### config.mk
export PLATFORM = sky130hd
export DESIGN_NAME = wdog_ctrl_top
export DESIGN_NICKNAME = d
export VERILOG_FILES = /design/src/rtl/wdog_pkg.sv /design/src/rtl/wdog_regs.sv /design/src/rtl/wdog_counter.sv /design/src/rtl/wdog_pulse.sv /design/src/rtl/wdog_ctrl_top.sv
export SDC_FILE = /design/constraint.sdc
export NUM_CORES = 1
export LEC_CHECK = 0
export BUFFER_PORTS_ARGS = -buffer_cell sky130_fd_sc_hd__buf_2
export CORE_MARGIN = 2
export CORE_UTILIZATION = 40
export CTS_CLUSTER_DIAMETER = 100
export DETAILED_ROUTE_END_ITERATION = 8
export MAX_ROUTING_LAYER = met4
export PLACE_DENSITY = 0.75
export SLEW_MARGIN = 15
export SYNTH_ARGS = -nofsm -noshare
export SYNTH_HDL_FRONTEND = slang
export SYNTH_SLANG_ARGS = --single-unit
### constraint.sdc
create_clock -name clk -period 1.9 [get_ports clk]
set_input_delay 0.095 -clock clk [delete_from_list [all_inputs] [get_ports clk]]
set_output_delay 0.095 -clock clk [all_outputs]
set_load 0.02 [all_outputs]
### src/rtl/wdog_pkg.sv
package wdog_pkg;
  localparam int FIELD_LSB = 16;
  localparam int FIELD_W   = 8;
  // bit positions inside the byte field
  localparam int B_CLR  = 7;
  localparam int B_KICK = 6;
  localparam int B_STAT = 5;
  localparam int B_FEN  = 4;
  localparam int B_SSEL = 3;
  localparam int B_RSTE = 2;
  localparam int B_RUN  = 0;

  typedef struct packed {
    logic fail_en;
    logic sys_sel;
    logic rst_en;
    logic run_en;
  } wd_ctrl_t;

  function automatic wd_ctrl_t take_ctrl(input logic [FIELD_W-1:0] b);
    wd_ctrl_t c;
    c.fail_en = b[B_FEN];
    c.sys_sel = b[B_SSEL];
    c.rst_en  = b[B_RSTE];
    c.run_en  = b[B_RUN];
    return c;
  endfunction

  function automatic logic [FIELD_W-1:0] show_field(input wd_ctrl_t c, input logic stat);
    logic [FIELD_W-1:0] b;
    b          = '0;
    b[B_STAT]  = stat;
    b[B_FEN]   = c.fail_en;
    b[B_SSEL]  = c.sys_sel;
    b[B_RSTE]  = c.rst_en;
    b[B_RUN]   = c.run_en;
    return b;
  endfunction
endpackage

### src/rtl/wdog_regs.sv
module wdog_regs
  import wdog_pkg::*;
(
  input  logic               clk,
  input  logic               rst_n,
  input  logic               wr_stb,
  input  logic [FIELD_W-1:0] wr_byte,
  input  logic               tmo_evt,
  output wd_ctrl_t           ctrl_q,
  output logic               status_q,
  output logic               reload_evt,
  output logic [FIELD_W-1:0] rd_byte
);
  logic clr_stb;
  logic kick_stb;
  logic unused_bits;

  assign clr_stb     = wr_stb & wr_byte[B_CLR];
  assign kick_stb    = wr_stb & wr_byte[B_KICK];
  assign reload_evt  = kick_stb | (wr_stb & ~wr_byte[B_RUN]);
  assign unused_bits = ^{wr_byte[B_STAT], wr_byte[1]};

  always_ff @(posedge clk or negedge rst_n) begin
    if (!rst_n) begin
      ctrl_q <= '0;
    end else if (wr_stb) begin
      ctrl_q <= take_ctrl(wr_byte);
    end
  end

  always_ff @(posedge clk or negedge rst_n) begin
    if (!rst_n) begin
      status_q <= 1'b0;
    end else if (tmo_evt) begin
      status_q <= 1'b1;
    end else if (clr_stb) begin
      status_q <= 1'b0;
    end
  end

  assign rd_byte = show_field(ctrl_q, status_q);
endmodule

### src/rtl/wdog_counter.sv
module wdog_counter #(
  parameter int PERIOD = 1000
) (
  input  logic clk,
  input  logic rst_n,
  input  logic run_en,
  input  logic reload_evt,
  output logic tmo_evt,
  output logic cnt_zero
);
  localparam int CW = $clog2(PERIOD + 1);
  localparam logic [CW-1:0] FULL = CW'(PERIOD);
  localparam logic [CW-1:0] ONE  = CW'(1);

  logic [CW-1:0] cnt_q;

  function automatic logic [CW-1:0] next_cnt(input logic [CW-1:0] c,
                                             input logic run, input logic rld);
    if (rld)                return FULL;
    if (run && c != '0)     return c - ONE;
    return c;
  endfunction

  assign cnt_zero = (cnt_q == '0);
  assign tmo_evt  = run_en && (cnt_q == ONE) && !reload_evt;

  always_ff @(posedge clk or negedge rst_n) begin
    if (!rst_n) cnt_q <= FULL;
    else        cnt_q <= next_cnt(cnt_q, run_en, reload_evt);
  end
endmodule

### src/rtl/wdog_pulse.sv
module wdog_pulse #(
  parameter int PULSE_LEN = 16
) (
  input  logic clk,
  input  logic rst_n,
  input  logic start,
  input  logic sys_sel,
  output logic sys_rst_o,
  output logic loc_rst_o
);
  logic sys_q;

  always_ff @(posedge clk or negedge rst_n) begin
    if (!rst_n)     sys_q <= 1'b0;
    else if (start) sys_q <= sys_sel;
  end

  generate
    if (PULSE_LEN <= 1) begin : g_single
      logic act_q;
      always_ff @(posedge clk or negedge rst_n) begin
        if (!rst_n) act_q <= 1'b0;
        else        act_q <= start;
      end
      assign loc_rst_o = act_q;
    end else begin : g_count
      localparam int PW = $clog2(PULSE_LEN + 1);
      logic [PW-1:0] left_q;
      always_ff @(posedge clk or negedge rst_n) begin
        if (!rst_n)               left_q <= '0;
        else if (start)           left_q <= PW'(PULSE_LEN);
        else if (left_q != '0)    left_q <= left_q - PW'(1);
      end
      assign loc_rst_o = (left_q != '0);
    end
  endgenerate

  assign sys_rst_o = loc_rst_o & sys_q;
endmodule

### src/rtl/wdog_ctrl_top.sv
module wdog_ctrl_top
  import wdog_pkg::*;
#(
  parameter int PERIOD    = 1000,
  parameter int PULSE_LEN = 16
) (
  input  logic        clk,
  input  logic        rst_n,
  input  logic        reg_sel,
  input  logic        reg_wr,
  input  logic [31:0] reg_wdata,
  output logic [31:0] reg_rdata,
  output logic        sys_rst_o,
  output logic        loc_rst_o,
  output logic        board_fail_o
);
  wd_ctrl_t           ctrl_q;
  logic               status_q;
  logic               wr_stb;
  logic [FIELD_W-1:0] wr_byte;
  logic [FIELD_W-1:0] rd_byte;
  logic               reload_evt;
  logic               tmo_evt;
  logic               cnt_zero;
  logic               pulse_start;
  logic               run_en_w;
  logic               rst_en_w;
  logic               unused_wdata;

  assign wr_stb       = reg_sel & reg_wr;
  assign wr_byte      = reg_wdata[FIELD_LSB +: FIELD_W];
  assign unused_wdata = ^{reg_wdata[31:FIELD_LSB+FIELD_W], reg_wdata[FIELD_LSB-1:0]};
  assign run_en_w     = ctrl_q.run_en;
  assign rst_en_w     = ctrl_q.rst_en;
  assign pulse_start  = tmo_evt & rst_en_w;

  wdog_regs u_regs (
    .clk(clk), .rst_n(rst_n), .wr_stb(wr_stb), .wr_byte(wr_byte),
    .tmo_evt(tmo_evt), .ctrl_q(ctrl_q), .status_q(status_q),
    .reload_evt(reload_evt), .rd_byte(rd_byte)
  );

  wdog_counter #(.PERIOD(PERIOD)) u_cnt (
    .clk(clk), .rst_n(rst_n), .run_en(run_en_w), .reload_evt(reload_evt),
    .tmo_evt(tmo_evt), .cnt_zero(cnt_zero)
  );

  wdog_pulse #(.PULSE_LEN(PULSE_LEN)) u_pulse (
    .clk(clk), .rst_n(rst_n), .start(pulse_start), .sys_sel(ctrl_q.sys_sel),
    .sys_rst_o(sys_rst_o), .loc_rst_o(loc_rst_o)
  );

  assign reg_rdata    = 32'(rd_byte) << FIELD_LSB;
  assign board_fail_o = status_q & ctrl_q.fail_en;
endmodule

# == After elaboration in Yosys (flattened, before gate mapping) ==
# Cells that the tools add are included.
# op_classes
eq_ne,1
reduce_logical,9
muxes,11
addsub,2
bitwise_logic,9
# ops
op,count
10-bit 2-to-1 mux,4
"10-bit by 1-bit equality test with 1-bit output, second input constant",1
5-bit 2-to-1 mux,2
10-bit nonzero test,1
"10-bit by 1-bit subtractor with 10-bit output, second input constant",1
1-bit bitwise AND,7
2-bit nonzero test,3
1-bit 2-to-1 mux,5
5-bit nonzero test,1
"5-bit by 1-bit subtractor with 5-bit output, second input constant",1
1-bit logical AND,3
1-bit zero test,1
1-bit inverter,1
1-bit bitwise OR,1
# word_totals
regBits,21
out_inout_bits,35
elab_cells,40
inputBits,36

# == Logic depth before layout (Yosys ltp) ==
# depth
ltp_word,7
depth_mapped,6
mapped_depth_nobuf,6

# == Cells and area by module ==
# A second synthesis with hierarchy kept.
# unflattened
hier_cells,138
hier_area_um2,1380.1
# modules_own_cells
module,seq_area_each_um2,cells_each,area_each_um2,n_inst
wdog_counter,257.7,60,616.8,1
wdog_pulse,150.1,28,304.0,1
wdog_regs,125.1,22,256.5,1
wdog_ctrl_top,0.0,28,202.7,1

# == Worst setup path before layout ==
# Ideal clock, no wire load.
# synth_timing
path_kind,reg2reg
start,register u_cnt.cnt_q[2]
end,register u_pulse.sys_q
n_path_buf,1
setup_time_ns,0.125
path_slack_ns,0.024
period_less_slack_ns,1.876
stages_incl_launch_ff,6
required_ns,1.775
arrival_ns,1.751
cell_sequence,dfrtp_1 -> or3_2 -> nor3_4 -> and4_1 -> buf_6 -> mux2_4
# synth_between
elab_chain_cells,4
# synth_lines
item,line_no,source
start: declaration,wdog_counter.sv:15,logic [CW-1:0] cnt_q;
start signal: assignment,wdog_counter.sv:29,"else cnt_q <= next_cnt(cnt_q, run_en, reload_evt);"
10-bit by 1-bit equality test with 1-bit output,wdog_counter.sv:25,assign tmo_evt = run_en && (cnt_q == ONE) && !reload_evt;
1-bit logical AND (2 in series),wdog_counter.sv:25,
1-bit bitwise AND,wdog_ctrl_top.sv:35,assign pulse_start = tmo_evt & rst_en_w;
end signal: assignment,wdog_pulse.sv:15,else if (start) sys_q <= sys_sel;
end: declaration,wdog_pulse.sv:11,logic sys_q;
# Every way passes these cells.
# A chain may end at the register's enable or synchronous reset.

# == Final worst setup path ==
# layout_timing
start,register u_cnt.cnt_q[5]
end,register u_pulse.sys_q
# The elaborated chain is that of the path after synthesis.

==> qor.yml <==
run_status: "finished, final reports clean"
core_mm2: 0.00328
cp_num_buf_inv: 0
yosysWarnings: 0
drc: 0
cts-root-buf: "clkbuf_4"
rsz0062_at_grt: "no"
clock_path_buffers: 2
critPathSlowestCell: "or4_4"
fin_ws_ns: 0.0945
drt-initial-drc-count: 16
dp_slack_ns: 0.114
crit_path_end_kind: "register"
synth_top_area_frac: 0.278
vias_per_cell: 4.39
worst_skew_pair.late_latency_ns: 0.29
num_vias: 917
whs_path_depth: 2
wire_per_inst_um: 10.3
critPathTopFamily: "simple AND/OR/NAND/NOR gates"
grt_pass1_wl_um: 3930
cts_htree_levels: 1
ys_types: 39
die_h_um: 62.2
rows: 21
required_ns: 2.09
syn_inst: 138
drive_above_1_share: 0.294
cts_sinks: 21
grt_use_total: 0.131
avgSynthCellArea_um2: 9.80
die_area_mm2: 0.00386
ff2ff_path_depth: 4
synthMostInstantiatedCell: "buf_4"
min_from: "reg_wdata[19]"
netlist_area_mm2: 0.00135
synth_seq_area_share: 0.394
synth-edff-count: 0
ios: 71
diodes: 0
worstPathMaxFanout: 7
worstSetupPathType: "register to register"
die_w_um: 62.2
start_util: 0.412
regToRegEndpoint: "u_pulse.sys_q"
multi_input_area_um2: 647
cp_slowest_stage_delay_ns: 0.58
holdPathEnd: "u_regs.ctrl_q[2]"
fin_crit_sh: 0.950
peakVddDrop_mv: 0.367
r2r_start: "u_cnt.cnt_q[5]"
drt_wl_total_um: 2160
register_area_um2: 533
synth_commonest_cells: "buf_4 (30), dfrtp_1 (15), nor2_1 (11), inv_1 (9), nand2_1 (8)"
grt_max_degree: 22
drv_cap: 0
reg2reg_slack_ns: 0.09
port_buffers: 17
hold_violations: 0
synth-main-ff-cell: "dfrtp_1"
tns_ns: 0
hpwl_um: 1650
grt_pass1_vias: 912
gr-total-overflow: 0
p_per_area_mw_per_mm2: 940
min_period_ns: 1.81
skew_ns: 0.00182
cts_tree: "yes"
synth.area.top_cells: "dfrtp_1 (28%), buf_4 (17%), dfstp_2 (12%)"
yosysTopAreaCell: "dfrtp_1"
tritoncts.num_buffers: 3
cp.arrival_ns: 2.00
leakagePower_nw: 0.728
drtAntennaViolNets: 0
finalSetupViolCount: 0
clkSlewWorstSetupHoldPaths_ns: 0.12
n_fill_cell: 342
nets: 204
antenna_found_initial: 0
area_growth_syn_to_layout_pct: 7.68
start_kind: "register"
async_reset_ff_frac: 1.00
ys_ff_latch: 21
hold_class: "primary input to register"
gp_congestion: 0.761
cp_cell_sequence: "or4_4 > nor3_4 > and4_1 > mux2_4"
slew_viol_final: 0
max_freq_ghz: 0.554
dr.pass1.iters: 4
[per-layer routing]
metal	global-route usage	wire length, um	vias to the layer above
li1	-	-	464
met4	0.0667	35	0
met1	0.138	942	436
met5	-	0	-
met3	0.0163	49	2
met2	0.239	1130	15
[worst max-delay path by stage]
stage                   startpoint  slack, ns  cells past startpoint        endpoint
CTS                 u_cnt.cnt_q[4]       0.09                      5  u_cnt.cnt_q[7]
floorplan           u_cnt.cnt_q[2]       0.02                      5   u_pulse.sys_q
global placement    u_cnt.cnt_q[5]       0.12                      4   u_pulse.sys_q
global route        u_cnt.cnt_q[4]      0.009                      5  u_cnt.cnt_q[7]
detailed placement  u_cnt.cnt_q[5]       0.11                      4   u_pulse.sys_q
finish              u_cnt.cnt_q[5]       0.09                      4   u_pulse.sys_q
[registers in the layout, indices dropped and copies added, names as in the netlist]
| signal | cells |
|---|---|
| u_regs.ctrl_q | 4 |
| u_regs.status_q | 1 |
| u_pulse.g_count.left_q | 5 |
| u_cnt.cnt_q | 10 |
| u_pulse.sys_q | 1 |
[layout make-up]
type | instances | area share
inverter | 9 | 0.0232
multi-input combinational | 103 | 0.444
tap | 46 | 0.0395
timing repair buffer | 26 | 0.108
clock inverter | 1 | 0.00344
clock buffer | 3 | 0.0155
sequential | 21 | 0.366
[logic make-up after synthesis]
| family | Yosys count | share of synthesized area |
|---|---|---|
| and+or+nand+nor | 43 | 0.190 |
| buffers and inverters | 40 | 0.200 |
| DFF | 21 | 0.394 |
| AOI/OAI and AO/OA | 19 | 0.0990 |
| muxes | 6 | 0.0518 |
| adders and majority gates | 4 | 0.0370 |
| xor gates and xnor gates | 4 | 0.0259 |
| other | 1 | 0.00277 |
[through the flow]
step	instances	total power, mW	util	cell area [um^2]	hold slack [ns]
after floorplan	164	1.06	-	1450	-0.201
after global placement	203	1.15	0.429	1410	0.0835
after detailed placement	203	1.16	0.429	1410	0.0785
after CTS	208	1.38	0.440	1450	0.0157
after global routing	209	1.49	0.443	1460	0.00475
final	209	1.37	0.443	1460	0.0231
[worst register-to-register path, stage by stage, from the launching register on]
cell and delay, ns:
dfstp_2 0.41, or4_4 0.58, nor3_4 0.14, and4_1 0.27
mux2_4 0.31
[power by group]
group	total [mW]	internal [mW]	switching (mW)
clock network	0.210	0.0783	0.132
registers	0.624	0.546	0.0771
logic	0.536	0.216	0.320
[cell usage in the layout, fill, tap and decap left out, types with 6 or more instances in the layout]
master | Yosys | routed
conb_1 | 1 | 27
dfstp_2 | 6 | 6
buf_2 | 0 | 17
a21oi_1 | 7 | 7
inv_1 | 9 | 9
nor2_1 | 11 | 11
nand2_1 | 8 | 8
buf_4 | 30 | 7
dfrtp_1 | 15 | 15
[repair_timing]
action / in CTS / in global routing
hold buffers: 1 / 1
buffers inserted: 0 / 0
hold endpoints to repair: 15 / 1
gates resized for setup: 0 / 0
endpoints found under the setup margin: 0 / 0
Power figures use the tool's default switching activity.
